[src/rtl/lbr_pkg.sv]
package lbr_pkg;

   typedef enum logic [2:0] {
      ST_IDLE,
      ST_START,
      ST_DATA,
      ST_PAR,
      ST_STOP,
      ST_BRK
   } rx_state_e;

   // Ticks in ten and a half bit periods; a break must exceed this.
   function automatic int unsigned brk_ticks(int unsigned ovs);
      return (ovs * 21) / 2;
   endfunction

endpackage

[src/rtl/lbr_sync.sv]
module lbr_sync #(
   parameter int unsigned STAGES  = 2,
   parameter logic        RST_VAL = 1'b1
) (
   input  logic clk,
   input  logic rst_n,
   input  logic din,
   output logic dout
);

   if (STAGES < 2) begin : g_bad_stages
      $error("lbr_sync: STAGES must be at least 2");
   end

   logic [STAGES-1:0] q;

   always_ff @(posedge clk or negedge rst_n) begin
      if (!rst_n) q <= {STAGES{RST_VAL}};
      else        q <= {q[STAGES-2:0], din};
   end

   assign dout = q[STAGES-1];

endmodule

[src/rtl/lbr_enable.sv]
module lbr_enable (
   input  logic clk,
   input  logic rst_n,
   input  logic pwr_en,
   input  logic rx_en,
   output logic live
);

   logic rx_en_q;
   logic live_q;

   // Live only when rx_en rises with power already on; held while both stay high.
   always_ff @(posedge clk or negedge rst_n) begin
      if (!rst_n) begin
         rx_en_q <= 1'b0;
         live_q  <= 1'b0;
      end else begin
         rx_en_q <= rx_en;
         live_q  <= pwr_en & rx_en & (live_q | ~rx_en_q);
      end
   end

   assign live = live_q;

endmodule

[src/rtl/lbr_rx_core.sv]
module lbr_rx_core
   import lbr_pkg::*;
#(
   parameter int unsigned OVS            = 16,
   parameter int unsigned DATA_W         = 8,
   parameter bit          PARITY_SUPPORT = 1'b1
) (
   input  logic              clk,
   input  logic              rst_n,
   input  logic              live,
   input  logic              tick,
   input  logic              rx_s,
   input  logic              brk_arm,
   input  logic              par_en,
   input  logic              par_odd,
   output logic              frm_evt,
   output logic [DATA_W-1:0] frm_data,
   output logic              frm_perr,
   output logic              frm_ferr,
   output logic              brk_start_evt,
   output logic              brk_ok_evt,
   output logic              brk_short_evt,
   output logic              busy
);

   localparam int unsigned HALF    = OVS / 2;
   localparam int unsigned BRK_MIN = brk_ticks(OVS) + 1;
   localparam int unsigned CNT_W   = $clog2(OVS);
   localparam int unsigned IDX_W   = $clog2(DATA_W + 1);
   localparam int unsigned WID_W   = $clog2(BRK_MIN + 1) + 1;

   localparam logic [CNT_W-1:0] CNT_MID  = CNT_W'(HALF - 1);
   localparam logic [CNT_W-1:0] CNT_LAST = CNT_W'(OVS - 1);
   localparam logic [IDX_W-1:0] IDX_LAST = IDX_W'(DATA_W - 1);
   localparam logic [WID_W-1:0] WID_MIN  = WID_W'(BRK_MIN);

   rx_state_e         st;
   logic [CNT_W-1:0]  cnt;
   logic [IDX_W-1:0]  idx;
   logic [DATA_W-1:0] shf;
   logic              pbit;
   logic [WID_W-1:0]  wid;
   logic              par_on;

   if (PARITY_SUPPORT) begin : g_par
      assign par_on = par_en;
   end else begin : g_nopar
      assign par_on = 1'b0;
   end

   always_ff @(posedge clk or negedge rst_n) begin
      if (!rst_n) begin
         st            <= ST_IDLE;
         cnt           <= '0;
         idx           <= '0;
         shf           <= '0;
         pbit          <= 1'b0;
         wid           <= '0;
         frm_evt       <= 1'b0;
         frm_data      <= '0;
         frm_perr      <= 1'b0;
         frm_ferr      <= 1'b0;
         brk_start_evt <= 1'b0;
         brk_ok_evt    <= 1'b0;
         brk_short_evt <= 1'b0;
      end else begin
         frm_evt       <= 1'b0;
         brk_start_evt <= 1'b0;
         brk_ok_evt    <= 1'b0;
         brk_short_evt <= 1'b0;
         if (!live) begin
            st  <= ST_IDLE;
            cnt <= '0;
         end else if (tick) begin
            case (st)
               ST_IDLE: begin
                  if (!rx_s) begin
                     st  <= ST_START;
                     cnt <= '0;
                     wid <= WID_W'(1);
                  end
               end
               ST_START: begin
                  if (cnt == CNT_MID) begin
                     cnt <= '0;
                     if (rx_s) begin
                        st <= ST_IDLE;
                     end else if (brk_arm) begin
                        st            <= ST_BRK;
                        brk_start_evt <= 1'b1;
                        wid           <= wid + 1'b1;
                     end else begin
                        st  <= ST_DATA;
                        idx <= '0;
                     end
                  end else begin
                     cnt <= cnt + 1'b1;
                     wid <= wid + 1'b1;
                  end
               end
               ST_DATA: begin
                  if (cnt == CNT_LAST) begin
                     cnt <= '0;
                     shf <= {rx_s, shf[DATA_W-1:1]};
                     idx <= idx + 1'b1;
                     if (idx == IDX_LAST) st <= par_on ? ST_PAR : ST_STOP;
                  end else begin
                     cnt <= cnt + 1'b1;
                  end
               end
               ST_PAR: begin
                  if (cnt == CNT_LAST) begin
                     cnt  <= '0;
                     pbit <= rx_s;
                     st   <= ST_STOP;
                  end else begin
                     cnt <= cnt + 1'b1;
                  end
               end
               ST_STOP: begin
                  if (cnt == CNT_LAST) begin
                     cnt      <= '0;
                     st       <= ST_IDLE;
                     frm_evt  <= 1'b1;
                     frm_data <= shf;
                     frm_ferr <= ~rx_s;
                     frm_perr <= par_on & ((^shf ^ pbit) != par_odd);
                  end else begin
                     cnt <= cnt + 1'b1;
                  end
               end
               ST_BRK: begin
                  if (rx_s) begin
                     st <= ST_IDLE;
                     if (wid >= WID_MIN) brk_ok_evt    <= 1'b1;
                     else                brk_short_evt <= 1'b1;
                  end else if (wid != '1) begin
                     wid <= wid + 1'b1;
                  end
               end
               default: st <= ST_IDLE;
            endcase
         end
      end
   end

   assign busy = (st != ST_IDLE);

endmodule

[src/rtl/lbr_regs.sv]
module lbr_regs #(
   parameter int unsigned DATA_W = 8
) (
   input  logic              clk,
   input  logic              rst_n,
   input  logic              arm_set,
   input  logic              rd_ack,
   input  logic              frm_evt,
   input  logic [DATA_W-1:0] frm_data,
   input  logic              frm_perr,
   input  logic              frm_ferr,
   input  logic              brk_start_evt,
   input  logic              brk_ok_evt,
   output logic [DATA_W-1:0] rx_data,
   output logic              rx_done,
   output logic              brk_arm,
   output logic              brk_stat,
   output logic              buf_full,
   output logic              err_ovr,
   output logic              err_par,
   output logic              err_frm
);

   logic hold_old;
   assign hold_old = buf_full & ~rd_ack;

   always_ff @(posedge clk or negedge rst_n) begin
      if (!rst_n) begin
         rx_data  <= {DATA_W{1'b1}};
         rx_done  <= 1'b0;
         brk_arm  <= 1'b0;
         brk_stat <= 1'b0;
         buf_full <= 1'b0;
         err_ovr  <= 1'b0;
         err_par  <= 1'b0;
         err_frm  <= 1'b0;
      end else begin
         rx_done <= frm_evt | brk_ok_evt;
         if (brk_ok_evt) begin
            brk_arm  <= 1'b0;
            brk_stat <= 1'b0;
         end else begin
            if (arm_set)       brk_arm  <= 1'b1;
            if (brk_start_evt) brk_stat <= 1'b1;
         end
         if (frm_evt) begin
            err_par  <= frm_perr;
            err_frm  <= frm_ferr;
            err_ovr  <= hold_old;
            buf_full <= 1'b1;
            if (!hold_old) rx_data <= frm_data;
         end else if (rd_ack) begin
            buf_full <= 1'b0;
         end
      end
   end

endmodule

[src/rtl/lin_brk_uart_rx.sv]
module lin_brk_uart_rx #(
   parameter int unsigned OVS            = 16,
   parameter int unsigned SYNC_STAGES    = 2,
   parameter int unsigned DATA_W         = 8,
   parameter bit          PARITY_SUPPORT = 1'b1
) (
   input  logic              clk,
   input  logic              rst_n,
   input  logic              baud_tick,
   input  logic              ser_in,
   input  logic              pwr_en,
   input  logic              rx_en,
   input  logic              par_en,
   input  logic              par_odd,
   input  logic              arm_set,
   input  logic              rd_ack,
   output logic [DATA_W-1:0] rx_data,
   output logic              rx_done,
   output logic [7:0]        brk_ctl,
   output logic              buf_full,
   output logic              err_ovr,
   output logic              err_par,
   output logic              err_frm
);

   if (OVS < 4 || (OVS % 2) != 0) begin : g_bad_ovs
      $error("lin_brk_uart_rx: OVS must be even and at least 4");
   end
   if (DATA_W < 5 || DATA_W > 9) begin : g_bad_width
      $error("lin_brk_uart_rx: DATA_W must lie between 5 and 9");
   end

   logic              rx_s;
   logic              live;
   logic              busy;
   logic              frm_evt;
   logic [DATA_W-1:0] frm_data;
   logic              frm_perr;
   logic              frm_ferr;
   logic              brk_start_evt;
   logic              brk_ok_evt;
   logic              brk_short_evt;
   logic              brk_arm;
   logic              brk_stat;

   lbr_sync #(.STAGES(SYNC_STAGES), .RST_VAL(1'b1)) u_sync (
      .clk  (clk),
      .rst_n(rst_n),
      .din  (ser_in),
      .dout (rx_s)
   );

   lbr_enable u_enable (
      .clk   (clk),
      .rst_n (rst_n),
      .pwr_en(pwr_en),
      .rx_en (rx_en),
      .live  (live)
   );

   lbr_rx_core #(
      .OVS           (OVS),
      .DATA_W        (DATA_W),
      .PARITY_SUPPORT(PARITY_SUPPORT)
   ) u_core (
      .clk          (clk),
      .rst_n        (rst_n),
      .live         (live),
      .tick         (baud_tick),
      .rx_s         (rx_s),
      .brk_arm      (brk_arm),
      .par_en       (par_en),
      .par_odd      (par_odd),
      .frm_evt      (frm_evt),
      .frm_data     (frm_data),
      .frm_perr     (frm_perr),
      .frm_ferr     (frm_ferr),
      .brk_start_evt(brk_start_evt),
      .brk_ok_evt   (brk_ok_evt),
      .brk_short_evt(brk_short_evt),
      .busy         (busy)
   );

   lbr_regs #(.DATA_W(DATA_W)) u_regs (
      .clk          (clk),
      .rst_n        (rst_n),
      .arm_set      (arm_set),
      .rd_ack       (rd_ack),
      .frm_evt      (frm_evt),
      .frm_data     (frm_data),
      .frm_perr     (frm_perr),
      .frm_ferr     (frm_ferr),
      .brk_start_evt(brk_start_evt),
      .brk_ok_evt   (brk_ok_evt),
      .rx_data      (rx_data),
      .rx_done      (rx_done),
      .brk_arm      (brk_arm),
      .brk_stat     (brk_stat),
      .buf_full     (buf_full),
      .err_ovr      (err_ovr),
      .err_par      (err_par),
      .err_frm      (err_frm)
   );

   assign brk_ctl = {brk_stat, brk_arm, 6'b000000};

endmodule

[config.mk]
export PLATFORM = sky130hd
export DESIGN_NAME = lin_brk_uart_rx
export DESIGN_NICKNAME = d
export VERILOG_FILES = /design/src/rtl/lbr_pkg.sv /design/src/rtl/lbr_sync.sv /design/src/rtl/lbr_enable.sv /design/src/rtl/lbr_rx_core.sv /design/src/rtl/lbr_regs.sv /design/src/rtl/lin_brk_uart_rx.sv
export SDC_FILE = /design/constraint.sdc
export NUM_CORES = 1
export LEC_CHECK = 0
export BUFFER_PORTS_ARGS = -buffer_cell sky130_fd_sc_hd__buf_4
export CORE_MARGIN = 4
export CORE_UTILIZATION = 61
export CTS_CLUSTER_DIAMETER = 80
export CTS_CLUSTER_SIZE = 12
export DETAILED_ROUTE_END_ITERATION = 6
export PLACE_DENSITY = 0.82
export SLEW_MARGIN = 20
export SYNTH_ARGS = -nofsm -noshare
export SYNTH_HDL_FRONTEND = slang
export SYNTH_HIERARCHICAL = 1
export SYNTH_SLANG_ARGS = --single-unit
[constraint.sdc]
create_clock -name clk -period 4.25 [get_ports clk]
set_input_delay 0 -clock clk [delete_from_list [all_inputs] [get_ports clk]]
set_output_delay 0 -clock clk [all_outputs]
set_load 0.02 [all_outputs]
==> results.md, run 1 <==
* Status: finished, final reports clean
* Multi-input logic area at 1430 um^2
* Clock power share at 44.3%
* Fin crit share at 69.9%
* Post-Route WL at 5710 um
* Register share of total power at 50.8%
* Final min period at 2.97 ns
* Setup tns final at 0 ns
* # DRC at 0
* Number of top-level pins at 31
* WL/cell at 15.1 um
* Vias in the first global route at 2192
* Int Pwr at 0.916 mW
* Die ar. at 6320 um^2
* CTS tree: built
* Port bufs at 24
* Antenna cell count at 0
* Max Cap Viol at 0
* DRT Pass-1 Iters at 4
* Hpwl dp at 3830 um
* Worst endpoint required time at 4.49 ns
* Warnings, synthesis at 6
* Hold Path Class: in2async
* Tot Pwr at 1.18 mW
* Fmax at 0.337 GHz
* Sw Share at 22.6%
* First-pass GRT wire length at 10000 um
* CTS resizes at 0
* Least-Margin Pin Slew at 0.724 ns
* Final ANT Viol Nets at 0
* Nature of the critical path endpoint: register
* Iter 0 DRT Violations at 128
* Area delta synth->final at 14.6%
* Reg area at 1540 um^2
* Power Density at 331 nW/um^2
* Chip height at 79.5 um
* Final Hold Viols at 0
* Clock transition at the registers of the reported paths at 0.07 ns
* Remaining Overflow, GRT at 0
* Gr usage total at 20.7%
* Leakage at 1.67 nW
* Pin count of the biggest net entering global routing at 62
* Syn_area_per_cell at 11.2 um^2
* Slew HR at 51.7%
* GPL Wtd Cong at 0.843
* Sink Count at 61
* NumNets Final at 320
* Startpoint types: register
* Switch Pwr at 0.268 mW
* Num CTS Buffers at 9
* Layout Skew at 0.00849 ns
* Core ar. at 4850 um^2
* Initial antenna violation count at 0
* H-Tree Depth at 3
* Max Buffers Root-to-Sink at 2
* Critical path type: reg2reg
* # fillers at 337
* VDD IR max at 0.286 mV
* Max Slew Vio Count at 0
* Initial Util at 64.3%
* Clock root buffer: clkbuf_8
* Proportion of layout cells with a drive suffix above 1 at 29.4%
* Syn Inst Count at 279
* Die W at 79.5 um
* Vias per inst at 5.63
* Mapped Area at 3120 um^2
* RSZ-0062 raised after global routing: false
* Via count at 2121
* Final setup viols at 0
* Crit path arrival time at 3.21 ns
* CP Max Fanout at 12
* Rows at 25
* Combinational share of power at 4.9%
* Worst skew pair latency at 0.34 ns
==> final timing paths <==
kind	start	cells past startpoint	endpoint	slack [ns]
max in group asynchronous	rst_n	2	u_core/cnt[0]	3.50
min in group clk	ser_in	2	u_sync/q[0]	0.31
max	u_core/wid[0]	9	u_core/wid[7]	1.28
min	rst_n	2	u_regs/err_ovr	0.27
max reg2reg	u_core/wid[0]	9	u_core/wid[7]	1.28
min reg2reg	u_sync/q[0]	0	u_sync/q[1]	0.36
==> cell type report <==
class | instances | share of cell area [%]
clock buffer | 11 | 4.24
tap | 67 | 2.35
clock inverter | 5 | 1.65
multi-input combinational | 188 | 39.9
inverter | 12 | 1.26
timing repair buffer | 33 | 7.50
sequential | 61 | 43.1
==> metrics by stage <==
step           hold WS, ns  instances  instance area [um^2]  setup WS, ns  utilization, %
2_1_floorplan       -0.296        284                  3140          1.62               -
3_3_place_gp         0.111        353                  3280          1.36            67.7
3_5_place_dp         0.111        353                  3280          1.29            67.7
4_1_cts              0.287        377                  3570          1.27            73.7
5_1_grt              0.308        377                  3570          1.11            73.7
6_report             0.273        377                  3570          1.28            73.7
==> repair_timing <==
action	in CTS	in global routing
endpoints found under the hold margin	58	0
buffers inserted	0	0
hold buffers	8	0
==> registers in the layout (all words and copies together), names as in the netlist <==
register / count
u_core/wid: 9
u_core/shf: 8
u_core/frm_evt: 1
u_core/brk_start_evt: 1
u_enable/live: 1
u_regs/err_ovr: 1
u_regs/buf_full: 1
u_core/cnt: 4
u_core/idx: 4
u_core/frm_ferr: 1
u_core/st: 3
u_regs/brk_arm: 1
u_core/frm_perr: 1
u_enable/rx_en_q: 1
u_regs/brk_stat: 1
u_regs/err_par: 1
u_core/frm_data: 8
u_core/brk_ok_evt: 1
u_sync/q: 2
u_regs/err_frm: 1
u_regs/rx_done: 1
u_regs/rx_data: 8
u_core/pbit: 1
==> metal layers <==
metal,global-route usage (%),vias to the layer above,part of all wire [%]
met4,8.93,0,2.0
met1,26.0,1024,47
met3,7.11,13,3.9
met2,32.6,47,47
li1,-,1037,-
met5,0,-,0
==> cells in the final DEF, fill, tap and decap left out, types with 3 or more instances in the layout <==
| master | count |
|---|---|
| a21o_1 | 3 |
| a21oi_1 | 4 |
| and2_1 | 3 |
| and3_1 | 5 |
| buf_4 | 25 |
| clkbuf_8 | 11 |
| conb_1 | 6 |
| dfrtp_1 | 51 |
| dfstp_2 | 10 |
| dlygate4sd3_1 | 8 |
| ha_1 | 5 |
| inv_1 | 12 |
| mux2_2 | 19 |
| mux2_4 | 8 |
| mux2i_1 | 4 |
| nand2_1 | 19 |
| nand2b_1 | 6 |
| nand3_1 | 9 |
| nand4_1 | 4 |
| nor2_1 | 12 |
| nor2b_1 | 3 |
| nor3_1 | 5 |
| nor3b_1 | 3 |
| o21ai_0 | 8 |
| o31ai_1 | 9 |
| or2_2 | 5 |
| or3_1 | 4 |
| xnor2_1 | 6 |
==> critical path, cell delays in order (launching register included) <==
cell and delay, ns:
dfrtp_1 0.43, ha_1 0.26, and3_1 0.22, nand3_1 0.11, nor2_1 0.06, ha_1 0.18, or3b_1 0.35, a221o_1 0.45
or3_1 0.49, o41ai_2 0.33
==> power groups by stage <==
stage	Clock, mW	Sequential, mW	Combinational [mW]
finish	0.524	0.602	0.0578
global route	0.574	0.604	0.0666
CTS	0.540	0.602	0.0590
detailed placement	0	0.612	0.0529
global placement	0	0.611	0.0515
floorplan	0	0.607	0.0370
No activity file was read; power rests on OpenSTA's default activity.
==> inputs of run 2 (changes only) <==
--- a/config.mk
+++ b/config.mk
@@ -5,13 +5,14 @@
 export SDC_FILE = /design/constraint.sdc
 export NUM_CORES = 1
 export LEC_CHECK = 0
+export ABC_AREA = 1
 export BUFFER_PORTS_ARGS = -buffer_cell sky130_fd_sc_hd__buf_4
 export CORE_MARGIN = 4
-export CORE_UTILIZATION = 61
+export CORE_UTILIZATION = 59
 export CTS_CLUSTER_DIAMETER = 80
 export CTS_CLUSTER_SIZE = 12
 export DETAILED_ROUTE_END_ITERATION = 6
-export PLACE_DENSITY = 0.82
+export PLACE_DENSITY = 0.8
 export SLEW_MARGIN = 20
 export SYNTH_ARGS = -nofsm -noshare
 export SYNTH_HDL_FRONTEND = slang
==> constraint.sdc (replaced) <==
create_clock -name clk -period 3.1 [get_ports clk]
set_input_delay 0 -clock clk [delete_from_list [all_inputs] [get_ports clk]]
set_output_delay 0 -clock clk [all_outputs]
set_load 0.02 [all_outputs]
==> results.md, run 2 <==
* Status: finished, final reports clean
* Critical path type: reg2reg
* Die ar. at 6450 um^2
* Initial Util at 60.7%
* # DRC at 0
* Initial antenna violation count at 0
* Setup tns final at 0 ns
* Fmax at 0.440 GHz
* Hold Crit Depth at 5
* Final ANT Viol Nets at 0
* Hpwl dp at 4000 um
* Register share of total power at 48.8%
* Warnings, synthesis at 6
* CTS tree: built
* Vias in the first global route at 2303
* Via count at 2438
* Worst skew pair latency at 0.33 ns
* Num CTS Buffers at 9
* Reg2Reg Depth at 10
* Sink Count at 61
* Syn Inst Count at 381
* Die W at 80.3 um
* Most common cell after layout, fill and taps aside: nand2_1
* Hold Path Class: in2reg
* Clock power share at 46.3%
* First-pass GRT wire length at 9670 um
* Antenna cell count at 0
* Final min period at 2.27 ns
* Max FFs per register at 9
* Core ar. at 5070 um^2
* Rows at 26
* Met2 WL at 2660 um
* Crit Reg-Reg Endpoint: u_core/wid[6]
* Power Density at 475 nW/um^2
* Tot Pwr at 1.68 mW
* Placed instance area at 3260 um^2
* Worst R2R Start: u_core/wid[0]
* Syn_area_per_cell at 8.09 um^2
* Layout Skew at 0.00646 ns
* Combinational share of power at 4.9%
* Sw Share at 22.1%
* Final Hold Viols at 0
* Worst endpoint required time at 3.36 ns
* DRT Pass-1 Iters at 6
* Vias per inst at 5.02
* Hold path start: par_en
* Count of buffer and inverter cells on the critical path at 1
* Met1 wire length at 2540 um
* FF-to-FF setup slack at 0.83 ns
* Fin crit share at 73.3%
* Crit-path cells: ha_1, nand3_1, nor3_1, and3_1, ha_1, o21ai_0, nand4_2, inv_1, nand2_1, nand2_1
* Pin count of the biggest net entering global routing at 62
* H-Tree Depth at 3
* Gr usage total at 19.2%
* Max Cap Viol at 0
* Remaining Overflow, GRT at 0
* VDD IR max at 0.296 mV
* Slew HR at 52.4%
* Area delta synth->final at 14.6%
* Chip height at 80.3 um
* CP Max Fanout at 14
* Least-Margin Pin Slew at 0.715 ns
* CP max-delay cell: dfrtp_1
* Final setup viols at 0
* WL/cell at 11.4 um
* Number of top-level pins at 31
* CP top delay family: simple AND/OR/NAND/NOR gates
* Startpoint types: register
* Fin area at 3530 um^2
* Slowest stage delay, CP at 0.44 ns
* Clock transition at the registers of the reported paths at 0.07 ns
* Top Metal Used: met4
* Clock root buffer: clkbuf_8
* Worst setup path startpoint: u_core/wid[0]
* Most frequent cells in the layout: nand2_1, dfrtp_1, inv_1, nand3_1, o21ai_0
* Top reg by flops: u_core/wid
* Wire length on met3 at 267 um
* Leakage at 1.78 nW
* NumNets Final at 426
* Int Pwr at 1.31 mW
* RSZ-0062 raised after global routing: false
* Mapped Area at 3080 um^2
* Max Buffers Root-to-Sink at 2
* Worst Hold End: u_core/frm_perr
* Switch Pwr at 0.371 mW
* Post-Route WL at 5530 um
* GPL Wtd Cong at 0.848
* Iter 0 DRT Violations at 151
* Proportion of layout cells with a drive suffix above 1 at 17.5%
* Port bufs at 24
* Crit path arrival time at 2.53 ns
* Max Slew Vio Count at 0
* Worst hold slack at 0.0522 ns
* Nature of the critical path endpoint: register
==> run 2: cell types whose count changed in the layout (fill, tap and decap cells not counted), moves of 18 or more <==
cell,previous run,this run
nand3_1,9,27
inv_1,12,35
mux2_2,19,0
o21ai_0,8,26
nand2_1,19,134
==> run 2: through the flow <==
stage          instances  utilization (%)  worst slack (ns)
2_1_floorplan        386                -              1.26
3_3_place_gp         465             64.2             0.987
3_5_place_dp         465             64.2             0.838
4_1_cts              486             69.6             0.822
5_1_grt              486             69.6             0.644
6_report             486             69.6             0.829
==> run 2: power by group through the flow <==
stage | clock network [mW] | logic [mW] | registers (mW)
6_report | 0.777 | 0.0813 | 0.818
5_1_grt | 0.834 | 0.0947 | 0.819
4_1_cts | 0.796 | 0.0823 | 0.818
3_5_place_dp | 0 | 0.0770 | 0.833
3_3_place_gp | 0 | 0.0752 | 0.832
2_1_floorplan | 0 | 0.0518 | 0.829
==> run 2: layer usage <==
layer	vias up	track usage, %
li1	1254	-
met1	1122	23.7
met2	55	31.9
met3	7	4.37
met4	0	8.78
met5	-	0
==> run 2: worst register-to-register path, delay by kind of cell, from the launching register on <==
| family | cells | cell delay (ns) |
|---|---|---|
| AO/OA/AOI/OAI | 1 | 0.22 |
| AND/OR/NAND/NOR | 6 | 0.85 |
| adder cells (fa/ha/maj) | 2 | 0.45 |
| buffers and inverters | 1 | 0.26 |
| flip-flops | 1 | 0.44 |
==> run 2: repair_timing <==
action                                  in CTS  in global routing
endpoints found under the hold margin       55                  0
resized for setup                            0                  0
endpoints found under the setup margin       0                  0
hold buffers                                 5                  0
setup buffers                                0                  0
==> run 2: final cells by class <==
class | instances | area, um^2
repair buffers | 29 | 230
multi-input cells | 271 | 1310
fillers | 430 | 1540
inverters | 39 | 146
flip-flops and latches | 61 | 1540
clock buffers | 10 | 138
well taps | 70 | 87.6
clock inverters | 6 | 86.3
==> run 2: how the worst max path moves through the flow <==
stage / slack, ns / to / cells past startpoint
floorplan: 1.26 / u_core/wid[7] / 10
global placement: 0.99 / u_core/wid[0] / 10
detailed placement: 0.84 / u_core/wid[6] / 10
CTS: 0.82 / u_core/wid[6] / 10
global route: 0.64 / u_core/wid[1] / 10
finish: 0.83 / u_core/wid[6] / 10
==> inputs of run 3 (changes only) <==
==> constraint.sdc (replaced) <==
create_clock -name clk -period 2.2 [get_ports clk]
set_input_delay 0 -clock clk [delete_from_list [all_inputs] [get_ports clk]]
set_output_delay 0 -clock clk [all_outputs]
set_load 0.02 [all_outputs]
==> results.md, run 3 (synthesis results as in run 2) <==
* Final setup viols at 0
* Proportion of layout cells with a drive suffix above 1 at 18.6%
* Vias per inst at 5.04
* WL/cell at 11.6 um
* Num CTS Buffers at 9
* Sink Count at 61
* NumNets Final at 430
* Pin count of the biggest net entering global routing at 62
* Crit path arrival time at 2.31 ns
* Die ar. at 6450 um^2
* Area delta synth->final at 15.0%
* Critical path type: reg2reg
* Startpoint types: register
* Placed instance area at 3270 um^2
* CTS tree: built
* CP max-delay cell: dfrtp_1
* Switch Pwr at 0.530 mW
* Fin area at 3540 um^2
* Worst hold slack at 0.0315 ns
* Max FFs per register at 9
* Via count at 2469
* Post-route insts no fill at 490
* Max Cap Viol at 0
* Final min period at 2.04 ns
* Worst skew pair latency at 0.33 ns
* Status: finished, final reports clean
* Layout Skew at 0.00518 ns
* Hold Path Class: in2reg
* Final Hold Viols at 0
* Clock root buffer: clkbuf_8
* CP Max Fanout at 9
* Cell Count Post-Placement at 467
* Iter 0 DRT Violations at 140
* Die W at 80.3 um
* Power Density at 636 nW/um^2
* Max Slew Vio Count at 0
* Clock power share at 43.7%
* Remaining Overflow, GRT at 0
* Vias in the first global route at 2312
* Count of buffer and inverter cells on the critical path at 2
* Initial Util at 60.7%
* Crit-path cells: ha_1, nand3_1, nor3_2, and3_1, ha_1, o21ai_0, nand4_2, buf_4, inv_1, nand2_1, nand2_1
* Most common cell after layout, fill and taps aside: nand2_1
* Slowest stage delay, CP at 0.44 ns
* Fmax at 0.491 GHz
* Combinational share of power at 5.2%
* Least-Margin Pin Slew at 0.730 ns
* Post-Route WL at 5700 um
* Gr usage total at 20.1%
* Hpwl dp at 3940 um
* Final WS setup at 0.164 ns
* Initial antenna violation count at 0
* Port bufs at 24
* Pre-CTS setup slack at 0.0730 ns
* Chip height at 80.3 um
* Rows at 26
* DRT Pass-1 Iters at 4
* Int Pwr at 1.72 mW
* Slew HR at 51.4%
* Nature of the critical path endpoint: register
* Top reg by flops: u_core/wid
* Core ar. at 5070 um^2
* Number of top-level pins at 31
* CP top delay family: simple AND/OR/NAND/NOR gates
* Fin crit share at 92.6%
* Clock transition at the registers of the reported paths at 0.07 ns
* First-pass GRT wire length at 10000 um
* Register share of total power at 51.1%
* # DRC at 0
* Most frequent cells in the layout: nand2_1, dfrtp_1, inv_1, buf_4, nand3_1
* Final ANT Viol Nets at 0
* Tot Pwr at 2.25 mW
* VDD IR max at 0.442 mV
* Leakage at 1.78 nW
* Max Buffers Root-to-Sink at 2
* GPL Wtd Cong at 0.814
* Worst endpoint required time at 2.47 ns
* H-Tree Depth at 3
* Sw Share at 23.5%
* Antenna cell count at 0
[run 3: cell types whose count changed in the layout (fill, tap and decap cells not counted)]
cell | previous run | this run
buf_4 | 24 | 28
clkinvlp_4 | 1 | 3
bufinv_16 | 2 | 1
clkinv_4 | 1 | 0
nor3_1 | 4 | 3
nor3_2 | 0 | 1
[run 3: worst reg2reg max path, delay by kind of cell (launching register included)]
family | cells | cell delay (ns)
simple gates | 6 | 0.57
fa+ha+maj | 2 | 0.44
flops | 1 | 0.44
buf+inv | 2 | 0.32
compound gates | 1 | 0.20
[run 3: path summary, 6_finish.rpt]
path | startpoint | end | slack, ns | cells after the start
setup / recovery | u_core/wid[0] | u_core/wid[1] | 0.16 | 11
hold / removal | par_en | u_core/frm_perr | 0.03 | 5
setup reg to reg | u_core/wid[0] | u_core/wid[1] | 0.16 | 11
hold reg to reg | u_sync/q[0] | u_sync/q[1] | 0.36 | 0
max in group asynchronous | rst_n | u_core/shf[4] | 1.44 | 2
min in group asynchronous | rst_n | u_regs/rx_done | 0.25 | 2
[run 3: per-layer routing]
layer,GRT usage [%],share of wire [%],vias to the layer above
li1,-,-,1261
met1,25.0,46,1134
met2,33.8,47,64
met3,4.04,5.1,10
met4,8.61,1.8,0
met5,0,0,-
[run 3: power groups by stage]
| stage | sequential (mW) | combinational (mW) | clock (mW) |
|---|---|---|---|
| finish | 1.15 | 0.117 | 0.984 |
| global route | 1.16 | 0.136 | 1.07 |
| CTS | 1.15 | 0.117 | 1.01 |
| detailed placement | 1.17 | 0.110 | 0 |
| global placement | 1.17 | 0.107 | 0 |
| floorplan | 1.17 | 0.0730 | 0 |
[run 3: cell type report]
cell class / count / area [um^2]
Inverter: 39 / 146
Timing Repair Buffer: 33 / 260
Sequential cell: 61 / 1540
Clock inverter: 6 / 62.6
Tap cell: 70 / 87.6
Multi-Input combinational cell: 271 / 1310
Clock buffer: 10 / 138
Fill cell: 407 / 1530
[run 3: per-stage QoR]
stage | util, % | TNS (ns)
global route | 69.8 | -0.00400
global placement | 64.5 | 0
floorplan | - | 0
CTS | 69.5 | 0
finish | 69.8 | 0
detailed placement | 64.5 | 0
[run 3: timing repair]
action | in CTS | in global routing
setup endpoints to repair | 0 | 9
gates resized for setup | 0 | 1
hold buffers | 5 | 0
buffers inserted | 0 | 2
hold endpoints to repair | 55 | 0
